==> src/rtl/itlb_lru_pkg.sv <==
`timescale 1ns/1ps
package itlb_lru_pkg;

    localparam int unsigned LRU_ENTRIES = 4;
    localparam int unsigned LRU_IDX_W   = $clog2(LRU_ENTRIES);
    localparam int unsigned LRU_BITS    = LRU_ENTRIES * (LRU_ENTRIES - 1) / 2;

    typedef logic [LRU_BITS-1:0]  lru_vec_t;
    typedef logic [LRU_IDX_W-1:0] lru_idx_t;

    // bits forced to one / forced to zero when an entry is used
    typedef struct packed {
        lru_vec_t set_bits;
        lru_vec_t clr_bits;
    } lru_mask_t;

    // victim pattern: bits that matter and the value they must hold
    typedef struct packed {
        lru_vec_t care;
        lru_vec_t want;
    } lru_rule_t;

    typedef enum logic [1:0] {
        SRC_HOLD   = 2'd0,
        SRC_HIT    = 2'd1,
        SRC_REFILL = 2'd2,
        SRC_SOFT   = 2'd3
    } lru_src_e;

    typedef struct packed {
        lru_src_e src;
        lru_idx_t idx;
    } lru_sel_t;

    function automatic lru_mask_t use_mask(input lru_idx_t idx);
        lru_mask_t m;
        m = '0;
        case (idx)
            2'd0: m.clr_bits = 6'b111000;
            2'd1: begin
                m.set_bits = 6'b100000;
                m.clr_bits = 6'b000110;
            end
            2'd2: begin
                m.set_bits = 6'b010100;
                m.clr_bits = 6'b000001;
            end
            default: m.set_bits = 6'b001011;
        endcase
        return m;
    endfunction

    function automatic lru_rule_t victim_rule(input lru_idx_t idx);
        lru_rule_t r;
        case (idx)
            2'd0:    r = '{care: 6'b111000, want: 6'b111000};
            2'd1:    r = '{care: 6'b100110, want: 6'b000110};
            2'd2:    r = '{care: 6'b010101, want: 6'b000001};
            default: r = '{care: 6'b001011, want: 6'b000000};
        endcase
        return r;
    endfunction

    function automatic lru_vec_t apply_mask(input lru_vec_t v, input lru_mask_t m);
        return (v & ~m.clr_bits) | m.set_bits;
    endfunction

endpackage

==> src/rtl/itlb_lru_victim.sv <==
`timescale 1ns/1ps
module itlb_lru_victim
    import itlb_lru_pkg::*;
#(
    parameter int unsigned N = LRU_ENTRIES
) (
    input  lru_vec_t state,
    output lru_idx_t victim,
    output logic     invalid
);

    logic [N-1:0] match;

    for (genvar g = 0; g < N; g++) begin : g_rule
        localparam lru_rule_t RULE = victim_rule(lru_idx_t'(g));
        assign match[g] = ((state & RULE.care) == RULE.want);
    end

    // lowest matching index wins; the rules are mutually exclusive anyway
    always_comb begin
        victim  = '0;
        invalid = 1'b1;
        for (int i = N - 1; i >= 0; i--) begin
            if (match[i]) begin
                victim  = lru_idx_t'(i);
                invalid = 1'b0;
            end
        end
    end

endmodule

==> src/rtl/itlb_lru_ctrl.sv <==
`timescale 1ns/1ps
module itlb_lru_ctrl
    import itlb_lru_pkg::*;
(
    input  logic     hit_valid,
    input  lru_idx_t hit_idx,
    input  logic     refill_valid,
    input  logic     sw_wr_en,
    input  lru_idx_t victim,
    input  logic     invalid,
    output lru_sel_t sel
);

    // precedence: software load, then refill, then hit
    always_comb begin
        sel.src = SRC_HOLD;
        sel.idx = hit_idx;
        if (sw_wr_en) begin
            sel.src = SRC_SOFT;
        end else if (refill_valid) begin
            sel.idx = victim;
            sel.src = invalid ? SRC_HOLD : SRC_REFILL;
        end else if (hit_valid) begin
            sel.src = SRC_HIT;
        end
    end

endmodule

==> src/rtl/itlb_lru_update.sv <==
`timescale 1ns/1ps
module itlb_lru_update
    import itlb_lru_pkg::*;
#(
    parameter int unsigned N = LRU_ENTRIES
) (
    input  lru_vec_t state,
    input  lru_sel_t sel,
    input  lru_vec_t sw_data,
    output lru_vec_t next_state
);

    lru_vec_t cand [N];

    for (genvar g = 0; g < N; g++) begin : g_cand
        localparam lru_mask_t MASK = use_mask(lru_idx_t'(g));
        assign cand[g] = apply_mask(state, MASK);
    end

    always_comb begin
        unique case (sel.src)
            SRC_SOFT:            next_state = sw_data;
            SRC_HIT, SRC_REFILL: next_state = cand[sel.idx];
            default:             next_state = state;
        endcase
    end

endmodule

==> src/rtl/itlb_lru_tracker.sv <==
`timescale 1ns/1ps
module itlb_lru_tracker
    import itlb_lru_pkg::*;
#(
    parameter int unsigned ENTRIES = LRU_ENTRIES,
    localparam int unsigned IDX_W  = $clog2(ENTRIES),
    localparam int unsigned BITS   = ENTRIES * (ENTRIES - 1) / 2
) (
    input  logic             clk,
    input  logic             rst,
    input  logic             hit_valid,
    input  logic [IDX_W-1:0] hit_idx,
    input  logic             refill_valid,
    input  logic             sw_wr_en,
    input  logic [BITS-1:0]  sw_wr_data,
    output logic [BITS-1:0]  lru_state,
    output logic [IDX_W-1:0] victim_idx,
    output logic             invalid_lru
);

    lru_vec_t state_q;
    lru_vec_t state_d;
    lru_idx_t victim;
    logic     invalid;
    lru_sel_t sel;

    itlb_lru_victim #(.N(ENTRIES)) u_victim (
        .state   (state_q),
        .victim  (victim),
        .invalid (invalid)
    );

    itlb_lru_ctrl u_ctrl (
        .hit_valid    (hit_valid),
        .hit_idx      (hit_idx),
        .refill_valid (refill_valid),
        .sw_wr_en     (sw_wr_en),
        .victim       (victim),
        .invalid      (invalid),
        .sel          (sel)
    );

    itlb_lru_update #(.N(ENTRIES)) u_update (
        .state      (state_q),
        .sel        (sel),
        .sw_data    (sw_wr_data),
        .next_state (state_d)
    );

    always_ff @(posedge clk) begin
        if (rst) state_q <= '0;
        else     state_q <= state_d;
    end

    assign lru_state   = state_q;
    assign victim_idx  = victim;
    assign invalid_lru = invalid;

endmodule


==> config.mk <==
export PLATFORM = sky130hd
export DESIGN_NAME = itlb_lru_tracker
export DESIGN_NICKNAME = d
export VERILOG_FILES = /design/src/rtl/itlb_lru_pkg.sv /design/src/rtl/itlb_lru_victim.sv /design/src/rtl/itlb_lru_ctrl.sv /design/src/rtl/itlb_lru_update.sv /design/src/rtl/itlb_lru_tracker.sv
export SDC_FILE = /design/constraint.sdc
export NUM_CORES = 1
export LEC_CHECK = 0
export CAP_MARGIN = 20
export CORE_MARGIN = 1.5
export CORE_UTILIZATION = 40
export CTS_BUF_LIST = sky130_fd_sc_hd__clkbuf_8
export DETAILED_ROUTE_END_ITERATION = 8
export GPL_ROUTABILITY_DRIVEN = 0
export HOLD_SLACK_MARGIN = 0.12
export PLACE_DENSITY = 0.75
export SETUP_SLACK_MARGIN = 0.4
export SLEW_MARGIN = 20
export SYNTH_ARGS = -nofsm -noshare
export SYNTH_HDL_FRONTEND = slang
export SYNTH_SLANG_ARGS = --single-unit
==> constraint.sdc <==
create_clock -name clk -period 2.35 [get_ports clk]
set_input_delay 0.235 -clock clk [delete_from_list [all_inputs] [get_ports clk]]
set_output_delay 0.235 -clock clk [all_outputs]
set_load 0.01 [all_outputs]
* After elaboration in Yosys (flattened, before gate mapping)
Cells that the tools add are included.
Word-level totals: logic and storage cells 30, output and inout port bits 9, register bits 6
Operators by class: bitwise logic cells 1, multiplexer cells 18, $lt $le $gt $ge 1, reductions and logical operators 3, equality and inequality tests 6
Operators with widths (count):
- 2-bit two-way mux | 9
- 6-bit binary-select mux with 2-bit select | 1
- 6-bit two-way mux | 2
- 6-bit one-hot mux with 2 select lines | 1
- 6-bit logical NOT | 1
- 1-bit two-way mux | 5
- 2-bit equality test, second input constant | 2
- 3-bit by 1-bit equality test with 1-bit output, second input constant | 1
- 3-bit by 2-bit equality test with 1-bit output, second input constant | 1
- 3-bit equality test, second input constant | 1
- 3-bit >= comparator, second input constant | 1
- 2-bit inverter with 3-bit output | 1
- 2-bit by 1-bit equality test with 1-bit output, second input constant | 1
- 2-bit nonzero test | 1
- 2-bit OR reduction | 1

* Depth between registers and ports, before layout
Gate-level depths: netlist (run 1).
depth after elaboration 12, mapped depth 10, depth with buffers taken out 9

* Modules after synthesis
Synthesis (run 1) repeated with hierarchy kept, for this count alone.
Unflattened totals: cell total of the unflattened synthesis 55, area total of the unflattened synthesis 475.5 µm²
Modules (own cells, without submodules):
- itlb_lru_update | area an instance 202.7 µm², instances 1, cells an instance 29
- itlb_lru_tracker | area an instance 157.7 µm², instances 1, cells an instance 12
- itlb_lru_ctrl | area an instance 63.8 µm², instances 1, cells an instance 6
- itlb_lru_victim | area an instance 51.3 µm², instances 1, cells an instance 8

* Worst setup path before layout (run 1)
No wires, ideal clock.
path kind register to register, start register state_q[3], in the netlist lru_state[3], end register state_q[5], in the netlist lru_state[5], setup time 0.129 ns, stages on the path, launching flop included 10, arrival time 2.301 ns, required time 2.221 ns, setup slack -0.080 ns, path buffers 1, cell sequence dfxtp_1 -> or3_2 -> nand3_1 -> a31o_2 -> a21oi_1 -> ha_1 -> clkbuf_1 -> inv_1 -> o41ai_1 -> a21oi_1
Between the ends: word-level cells in the longest chain between the ends 12, elaborated cells between the ends (all ways) 25
Ends and longest elaborated chain:
- start, declared | RTL line itlb_lru_tracker.sv:21 | lru_vec_t state_q;
- start signal, assigned | RTL line itlb_lru_tracker.sv:52 | else state_q <= state_d;
- 6-bit logical NOT | RTL line itlb_lru_victim.sv:16 | assign match[g] = ((state & RULE.care) == RULE.want);
- 2-bit two-way mux (4 in a row) | RTL line itlb_lru_victim.sv:24 | if (match[i]) begin
- 2-bit two-way mux | RTL line itlb_lru_ctrl.sv:20 | end else if (refill_valid) begin
- 2-bit two-way mux | RTL line itlb_lru_ctrl.sv:18 | if (sw_wr_en) begin
- 2-bit inverter with 3-bit output (implied by the code) | RTL line itlb_lru_update.sv:23 | SRC_HIT, SRC_REFILL: next_state = cand[sel.idx];
- 6-bit binary-select mux with 2-bit select | RTL line itlb_lru_update.sv:23
- 6-bit two-way mux (implied by the code) (2 in a row) | RTL line itlb_lru_update.sv:23
- 6-bit one-hot mux with 2 select lines | RTL line itlb_lru_update.sv:21 | unique case (sel.src)
Several ways; a longest one is shown, not always the timed one. The select of a mux whose other input is x is not followed. A chain may end at the register's enable or synchronous reset.

* Worst setup path after layout (run 1)
start register state_q[0], in the netlist lru_state[0], end register state_q[4], in the netlist lru_state[4]
The elaborated chain is that of the path after synthesis.

==> results of run 1 <==
==> layer usage <==
metal | global-route usage [%] | vias to the layer above
met5 | 0 | -
met4 | 8.33 | 0
met3 | 9.24 | 2
met2 | 46.4 | 29
met1 | 31.6 | 357
li1 | - | 365
==> cells in the final DEF, fill, tap and decap left out, drive strengths merged, types with 2 or more instances in the layout <==
master	count
nand2b	4
clkbuf	3
inv	6
nor3	10
buf	12
ha	2
nand2	5
nand3	2
mux2i	2
clkdlybuf4s50	19
dfxtp	6
a21oi	7
nor2b	3
or3	2
o211ai	2
dlymetal6s2s	2
o21ai	4
nor2	9
==> worst min-delay path, stage by stage, from the launching register on <==
cell       delay, ns
dfxtp_4         0.35
nor2_1          0.15
a2111oi_2       0.06
==> logic make-up after synthesis <==
logic type,Yosys count,synth area share (%)
AO/OA/AOI/OAI,22,26.8
adder cells (fa/ha/maj),2,4.39
buffers and inverters,9,6.37
multiplexers,2,3.52
flip-flops,6,21.1
AND/OR/NAND/NOR,41,37.8
==> path summary, 6_finish.rpt <==
check | start | endpoint | slack [ns]
max | lru_state[0] | lru_state[4] | 0.35
min | lru_state[2] | lru_state[2] | 0.60
max reg2reg | lru_state[0] | lru_state[4] | 0.35
min reg2reg | lru_state[2] | lru_state[2] | 0.60
==> power by group through the flow <==
stage | Clock (W) | Combinational (W) | Sequential, W
after floorplan | 0 | 0.000195 | 0.000161
after global placement | 0 | 0.000361 | 0.000147
after detailed placement | 0 | 0.000366 | 0.000147
after CTS | 0.000161 | 0.000409 | 0.000146
after global routing | 0.000166 | 0.000457 | 0.000149
final | 0.000158 | 0.000429 | 0.000146
==> timing repair <==
| action | CTS | global route |
|---|---|---|
| endpoints found under the setup margin | 7 | 8 |
| pin swaps | 6 | 5 |
| resized for setup | 6 | 8 |
| endpoints found under the hold margin | 0 | 0 |
| setup buffers | 3 | 2 |
==> cell type report <==
cell class                 instances  share of cell area [%]
multi-input combinational         67                    48.5
timing repair buffer              33                    30.4
sequential                         6                    12.9
clock buffer                       3                    4.06
inverter                           6                    2.22
tap                               15                    1.85
==> metrics by stage <==
step / util [%] / hold slack (ns) / total power [W] / worst slack, ns
after floorplan: - / 0.295 / 0.000356 / 0.291
after global placement: 66.7 / 0.507 / 0.000508 / 0.246
after detailed placement: 66.7 / 0.514 / 0.000513 / 0.170
after CTS: 74.2 / 0.612 / 0.000716 / 0.351
after global routing: 77.1 / 0.634 / 0.000772 / 0.320
final: 77.1 / 0.603 / 0.000733 / 0.347
==> metrics, run 1 <==
net count after synthesis=97; CP Buf/Inv Count=1; Routed Antenna Nets=0; Residual DRC=0; FF-to-FF path depth=9; syn_area_per_cell=6.94 um2; clock share of power=21.6%; max_cap viols=0; Switching Power=0.000265 W; Startpoint Class=flop; # rows=13; final worst path period need=2.00 ns; f_max=499 MHz; drt first pass iters=4; Worst Hold Class=flop to flop; wl on met1=918 um; post-synthesis register bit count=6; P&R area growth vs syn=78.5%; multi-input combinational cell area=493 um2; Seq/Total Area, Yosys=21.1%; critical path depth=9; run status=completed; CTS Sinks=6; Hold Path Stages=2; Area contributors post-synth=dfxtp_1 (21%), nor3_1 (8.8%), a21oi_1 (6.2%); CP Class=flop to flop; antenna cell count=0; top cell type by total area after synthesis=dfxtp_1; CTS max path bufs=2; Clk Latency, worst-skew pair=0.22 ns; critical path peak fanout=5; worst-path cell chain=or3b_4, nand3_4, a31o_4, a21oi_4, ha_4, buf_6, or3_1, o211ai_1, nor3_1; Post-synth ARST share=0%; Worst path max stage delay=0.40 ns; Final Slew Violations=0; CP arrival=2.11 ns; Cell Area, Synth=569 um2; clock skew=0.00239 ns; Post-Layout Inst Area=0.00102 mm2; WP data required=2.45 ns; top-count cell post-synth=nor3_1; vias per cell=5.79; initial core utilization=43.2%; Pint=0.000468 W; Num CTS Buffers=3; port buffer count=21; RSZ-0062 raised after global routing=yes; wire length on met3=110 um; first-pass GRT wire length=2930 um; Gate Count Post-Synth=82; initial DRC count=18; Leak Pwr=0.441 nW; Power Dens Cells=721 mW/mm2; initial antenna violation count=0; Fill cells=100; max FFs per register=6; clock root buffer=clkbuf_8; CTS H-tree lvls=1; Worst Tran Pin Value=0.355 ns; largest net degree at the start of global routing=9; Total GRT Usage=27.2%; final hold viol count=0; Inst Count DP=122; vias in the first global route=722; Reg area=131 um2; IO Pins=22; Reg power frac=19.9%; full die area=0.00166 mm2; TritonCTS clock tree=built; Hold Buf Count CTS=0; cell family with most CP delay=simple AND/OR/NAND/NOR gates; routed length per placed instance=15.8 um; VDD IR-drop max=0.000636 V; YS warnings=0; via count=753; EDFF count, synth=0; CP max-delay cell=or3b_4; routed wl met2=1010 um; post-detail-place hpwl=1420 um; post-route setup TNS=0 ns; Top Metal Used=met4; Die Y=40.7 um; Post-Layout Cell Count=130; Synth top area share=21.1%; period utilization=85.2%; Unique masters post-synth=32; CTS clk-pin slew, worst paths=0.04 ns; Final Setup Violations=0; placed instance area=878 um2; Synth top cells by count=nor3_1 (10), nor2_1 (9), a21oi_1 (7), dfxtp_1 (6), inv_1 (6); Net Sw Frac=36.1%; fraction of layout cells with a size suffix above 1=28.7%; Die Wd=40.7 um; Post-Route WL=2050 um; GRT overflow=0; predominant post-synthesis flop cell=dfxtp_1; area of the core=0.00132 mm2; Worst slew margin=76.3%; Combinational Power Share=58.5%; Final nets=132; CP Capture Type=flop
Note: power is estimated with default switching activity, not from simulation.
==> run 2, diff against run 1 <==
==> constraint.sdc (replaced) <==
create_clock -name clk -period 2.35 [get_ports clk]
set_input_delay 0.235 -clock clk [delete_from_list [all_inputs] [get_ports clk]]
set_output_delay 0.235 -clock clk [all_outputs]
set_load 0.005 [all_outputs]
==> run 2 against run 1 <==
Compared with the run above: largest power group unchanged; maximum frequency down 2.7%; first-iteration DRC count is 130% higher; setup slack got worse by 0.055 ns; combinational power is 1% higher; critical endpoint unchanged; cell area rose by 2.6%; cell count increased by 2.3%; clock power about the same.
==> metrics, run 2 (same netlist as run 1, synthesis figures left out) <==
Power Dens Cells=711 mW/mm2; P&R area growth vs syn=83.1%; Leak Pwr=0.452 nW; Tot Pwr=0.000741 W; port buffer count=21; R2R Setup Slk=0.29 ns; CP Buf/Inv Count=1; most frequent cells in the layout=clkdlybuf4s50_1 (19), buf_4 (13), nor3_1 (9), nor2_1 (9), a21oi_1 (6); CTS H-tree lvls=1; clock root buffer=clkbuf_8; max FFs per register=6; full die area=0.00166 mm2; Num CTS Buffers=3; drt first pass iters=4; initial core utilization=43.2%; Worst slew margin=76.7%; critical path peak fanout=8; fraction of layout cells with a size suffix above 1=31.4%; run status=completed; IO Pins=22; CTS Sinks=6; Residual DRC=0; period utilization=87.5%; Worst path max stage delay=0.41 ns; cell family with most CP delay=simple AND/OR/NAND/NOR gates; vias in the first global route=709; Worst Tran Pin Value=0.348 ns; via count=780; post-detail-place hpwl=1420 um; Routed Antenna Nets=0; largest net degree at the start of global routing=9; Worst Hold Class=flop to flop; initial antenna violation count=0; Clk Latency, worst-skew pair=0.23 ns; initial DRC count=41; Fill cells=94; critical path depth=9; antenna cell count=0; Startpoint Class=flop; CP max-delay cell=or3b_4; routed length per placed instance=16.6 um; RSZ-0062 raised after global routing=yes; Die Y=40.7 um; CTS clk-pin slew, worst paths=0.04 ns; first-pass GRT wire length=3290 um; GRT overflow=0; RR Startpoint=lru_state[0]; Final Slew Violations=0; Total GRT Usage=32.2%; Hold Buf Count CTS=0; vias per cell=5.86; worst flop-to-flop path endpoint=lru_state[4]; VDD IR-drop max=0.000510 V; CP arrival=2.19 ns; Final nets=135; max_cap viols=0; commonest non-fill, non-tap cell in the layout=clkdlybuf4s50_1; CP Capture Type=flop; WP data required=2.49 ns; clock skew=0.00310 ns; # rows=13; crit path launch=lru_state[0]; area of the core=0.00132 mm2; worst-path cell chain=or3b_4, nand3_4, a31o_4, a21oi_4, ha_4, buf_6, a41oi_2, o211ai_1, nor3_1; final worst path period need=2.06 ns; Final Setup Violations=0; TritonCTS clock tree=built; CTS max path bufs=2; f_max=486 MHz; final hold viol count=0; Die Wd=40.7 um; crit path to=lru_state[4]; post-route setup TNS=0 ns; FF-to-FF path depth=9; CP Class=flop to flop; Post-Route WL=2210 um
==> run 2: worst min path at each step <==
stage	start	to	slack, ns	depth (start not counted)
after detailed placement	lru_state[0]	lru_state[0]	0.52	1
after global placement	lru_state[0]	lru_state[0]	0.51	1
final	lru_state[0]	lru_state[0]	0.52	1
after CTS	lru_state[0]	lru_state[0]	0.54	1
after floorplan	rst	lru_state[2]	0.30	1
after global routing	lru_state[0]	lru_state[0]	0.54	1
==> run 2: layout make-up <==
type	instances	area, um2	share of cell area (%)
flip-flops and latches	6	129	12.4
repair buffers	36	335	32.2
multi-input cells	67	495	47.5
inverters	6	22.5	2.16
well taps	15	18.8	1.80
clock buffers	3	41.3	3.96
==> run 2: worst register-to-register path: stages (launching register included) <==
cell	delay (ns)
dfxtp_4	0.36
or3b_4	0.41
nand3_4	0.08
a31o_4	0.12
a21oi_4	0.06
ha_4	0.28
buf_6	0.14
a41oi_2	0.17
o211ai_1	0.12
nor3_1	0.22
==> run 2: power by group <==
group	internal, W	switching [W]
registers	0.000126	0.0000194
logic	0.000243	0.000193
clock network	0.000110	0.0000497
==> run 2: per-layer routing <==
metal  GRT usage [%]  vias up  routed length (um)
li1                -      373                   -
met4            21.7        0                  77
met1            39.0      355                 900
met2            50.0       43                1060
met3            7.61        9                 172
met5               0        -                   0
==> run 2: what timing repair did <==
item	in CTS	in global routing
gates cloned	0	0
pin swaps	6	4
resized for setup	14	4
endpoints found under the setup margin	7	8
setup buffers	8	1
==> run 2: metrics by stage <==
step	hold slack (ns)	std cells	utilization [%]	cell area (um2)	worst slack, ns
6_report	0.525	133	79.1	1040	0.293
5_1_grt	0.535	133	79.1	1040	0.246
4_1_cts	0.535	132	78.0	1030	0.338
3_5_place_dp	0.516	121	65.6	865	0.0841
3_3_place_gp	0.508	121	65.6	865	0.0906
2_1_floorplan	0.304	82	-	614	0.308
==> run 3, diff against run 2 <==
==> constraint.sdc (replaced) <==
create_clock -name clk -period 1.75 [get_ports clk]
set_input_delay 0.175 -clock clk [delete_from_list [all_inputs] [get_ports clk]]
set_output_delay 0.175 -clock clk [all_outputs]
set_load 0.005 [all_outputs]
==> run 3 against run 2 <==
Compared with the run above: the flow now finishes with violations (negative setup slack); setup slack got worse by 0.63 ns; routed wire length increased by 37%; cell area increased by 13%; global-route usage increased by 4.1 points.
==> metrics, run 3 (same netlist as run 1, synthesis figures left out) <==
CP Class=flop to flop; initial DRC count=49; post-detail-place hpwl=1670 um; Hold Path Stages=2; Routed Antenna Nets=0; CTS Sinks=6; vias per cell=6.45; vias in the first global route=890; routed length per placed instance=20.7 um; CTS H-tree lvls=1; fraction of layout cells with a size suffix above 1=45.0%; area of the core=0.00132 mm2; initial core utilization=43.2%; R2R Setup Slk=-0.33 ns; initial antenna violation count=0; CP arrival=2.24 ns; via count=942; cell family with most CP delay=compound AO/OA/AOI/OAI gates; Worst Tran Pin Value=0.481 ns; Final Slew Violations=0; Post-Layout Inst Area=0.00118 mm2; full die area=0.00166 mm2; Switching Power=0.000417 W; Die Wd=40.7 um; IO Pins=22; Hold Buf Count CTS=0; VDD IR-drop max=0.000707 V; failing checks=negative setup slack; final hold viol count=0; Reg power frac=17.0%; most frequent cells in the layout=buf_4 (25), clkdlybuf4s50_1 (12), nor2_1 (9); Combinational Power Share=64.0%; CTS clk-pin slew, worst paths=0.04 ns; Hold EP=lru_state[0]; critical path peak fanout=12; first-pass GRT wire length=3930 um; clock root buffer=clkbuf_8; # rows=13; RR Startpoint=lru_state[0]; TritonCTS clock tree=built; largest net degree at the start of global routing=13; WP data required=1.90 ns; Power Dens Cells=941 mW/mm2; final core area utilization=89.6%; GRT overflow=0; Net Sw Frac=37.5%; CP Buf/Inv Count=1; Startpoint Class=flop; Pint=0.000694 W; clock share of power=19.0%; Residual DRC=0; period utilization=119%; Worst path max stage delay=0.40 ns; commonest non-fill, non-tap cell in the layout=buf_4; Worst slew margin=67.7%; final worst path period need=2.08 ns; CP max-delay cell=or3b_4; run status=finished, violations left; Worst Hold Class=flop to flop; Num CTS Buffers=3; placed instance area=992 um2; Setup WS post-layout=-0.334 ns; max FFs per register=6; Tot Pwr=0.00111 W; drt first pass iters=4; Worst Min Path Start=lru_state[0]; max_cap viols=0; Post-Route WL=3020 um; FF-to-FF path depth=9; port buffer count=21; P&R area growth vs syn=107%; Clk Latency, worst-skew pair=0.23 ns; Final nets=148; worst flop-to-flop path endpoint=lru_state[1]; Final Setup Violations=6; Leak Pwr=0.584 nW; CP Capture Type=flop; clock skew=0.00617 ns; antenna cell count=0; CTS max path bufs=2; Total GRT Usage=36.3%; f_max=480 MHz; worst-path cell chain=or3b_4, nand3_4, a31o_4, a21oi_4, ha_4, buf_4, o21ai_0, o21ai_1, o211a_1; RSZ-0062 raised after global routing=yes; Die Y=40.7 um
==> run 3: cell type report <==
cell class	instances	area, um2
inverter	6	22.5
multi-input combinational	67	543
clock buffer	3	41.3
tap	15	18.8
sequential	6	126
fill	59	138
timing repair buffer	49	428
==> run 3: worst max path at each step <==
stage | startpoint | end | slack, ns | depth (start not counted)
after floorplan | lru_state[0] | lru_state[4] | -0.29 | 9
after global placement | lru_state[0] | lru_state[0] | -0.32 | 9
after detailed placement | lru_state[0] | lru_state[0] | -0.41 | 9
after CTS | lru_state[0] | lru_state[1] | -0.22 | 9
after global routing | lru_state[0] | lru_state[5] | -0.45 | 10
final | lru_state[0] | lru_state[1] | -0.33 | 9
==> run 3: through the flow <==
step / hold slack (ns) / instances / setup TNS [ns] / setup WS [ns]
after global placement: 0.586 / 138 / -1.72 / -0.318
after detailed placement: 0.597 / 138 / -2.20 / -0.407
after global routing: 0.647 / 146 / -1.96 / -0.451
after CTS: 0.617 / 143 / -1.08 / -0.219
after floorplan: 0.244 / 82 / -1.27 / -0.292
final: 0.644 / 146 / -1.60 / -0.334
==> run 3: per-layer routing <==
layer  up-vias  GRT usage [%]  wire [um]
li1        396              -          -
met1       438           39.3       1100
met2        81           60.3       1450
met3        27           10.9        262
met4         0           24.2        208
met5         -              0          0
==> run 3: tightest hold or removal path, delay by kind of cell (launching register included) <==
family | cells | cell delay (ns)
buffers and inverters | 1 | 0.14
AOI/OAI and AO/OA | 1 | 0.14
DFF | 1 | 0.34
==> run 3: power groups by stage <==
stage	Combinational [W]	Sequential [W]	Clock, W
after CTS	0.000622	0.000183	0.000211
after global routing	0.000744	0.000191	0.000215
after floorplan	0.000252	0.000204	0
after global placement	0.000574	0.000184	0
after detailed placement	0.000586	0.000185	0
final	0.000710	0.000189	0.000211
==> run 3: what timing repair did <==
item,4_1_cts,5_1_grt
pin swaps,3,4
buffers inserted,2,3
endpoints found under the setup margin,11,14
gates resized for setup,26,15
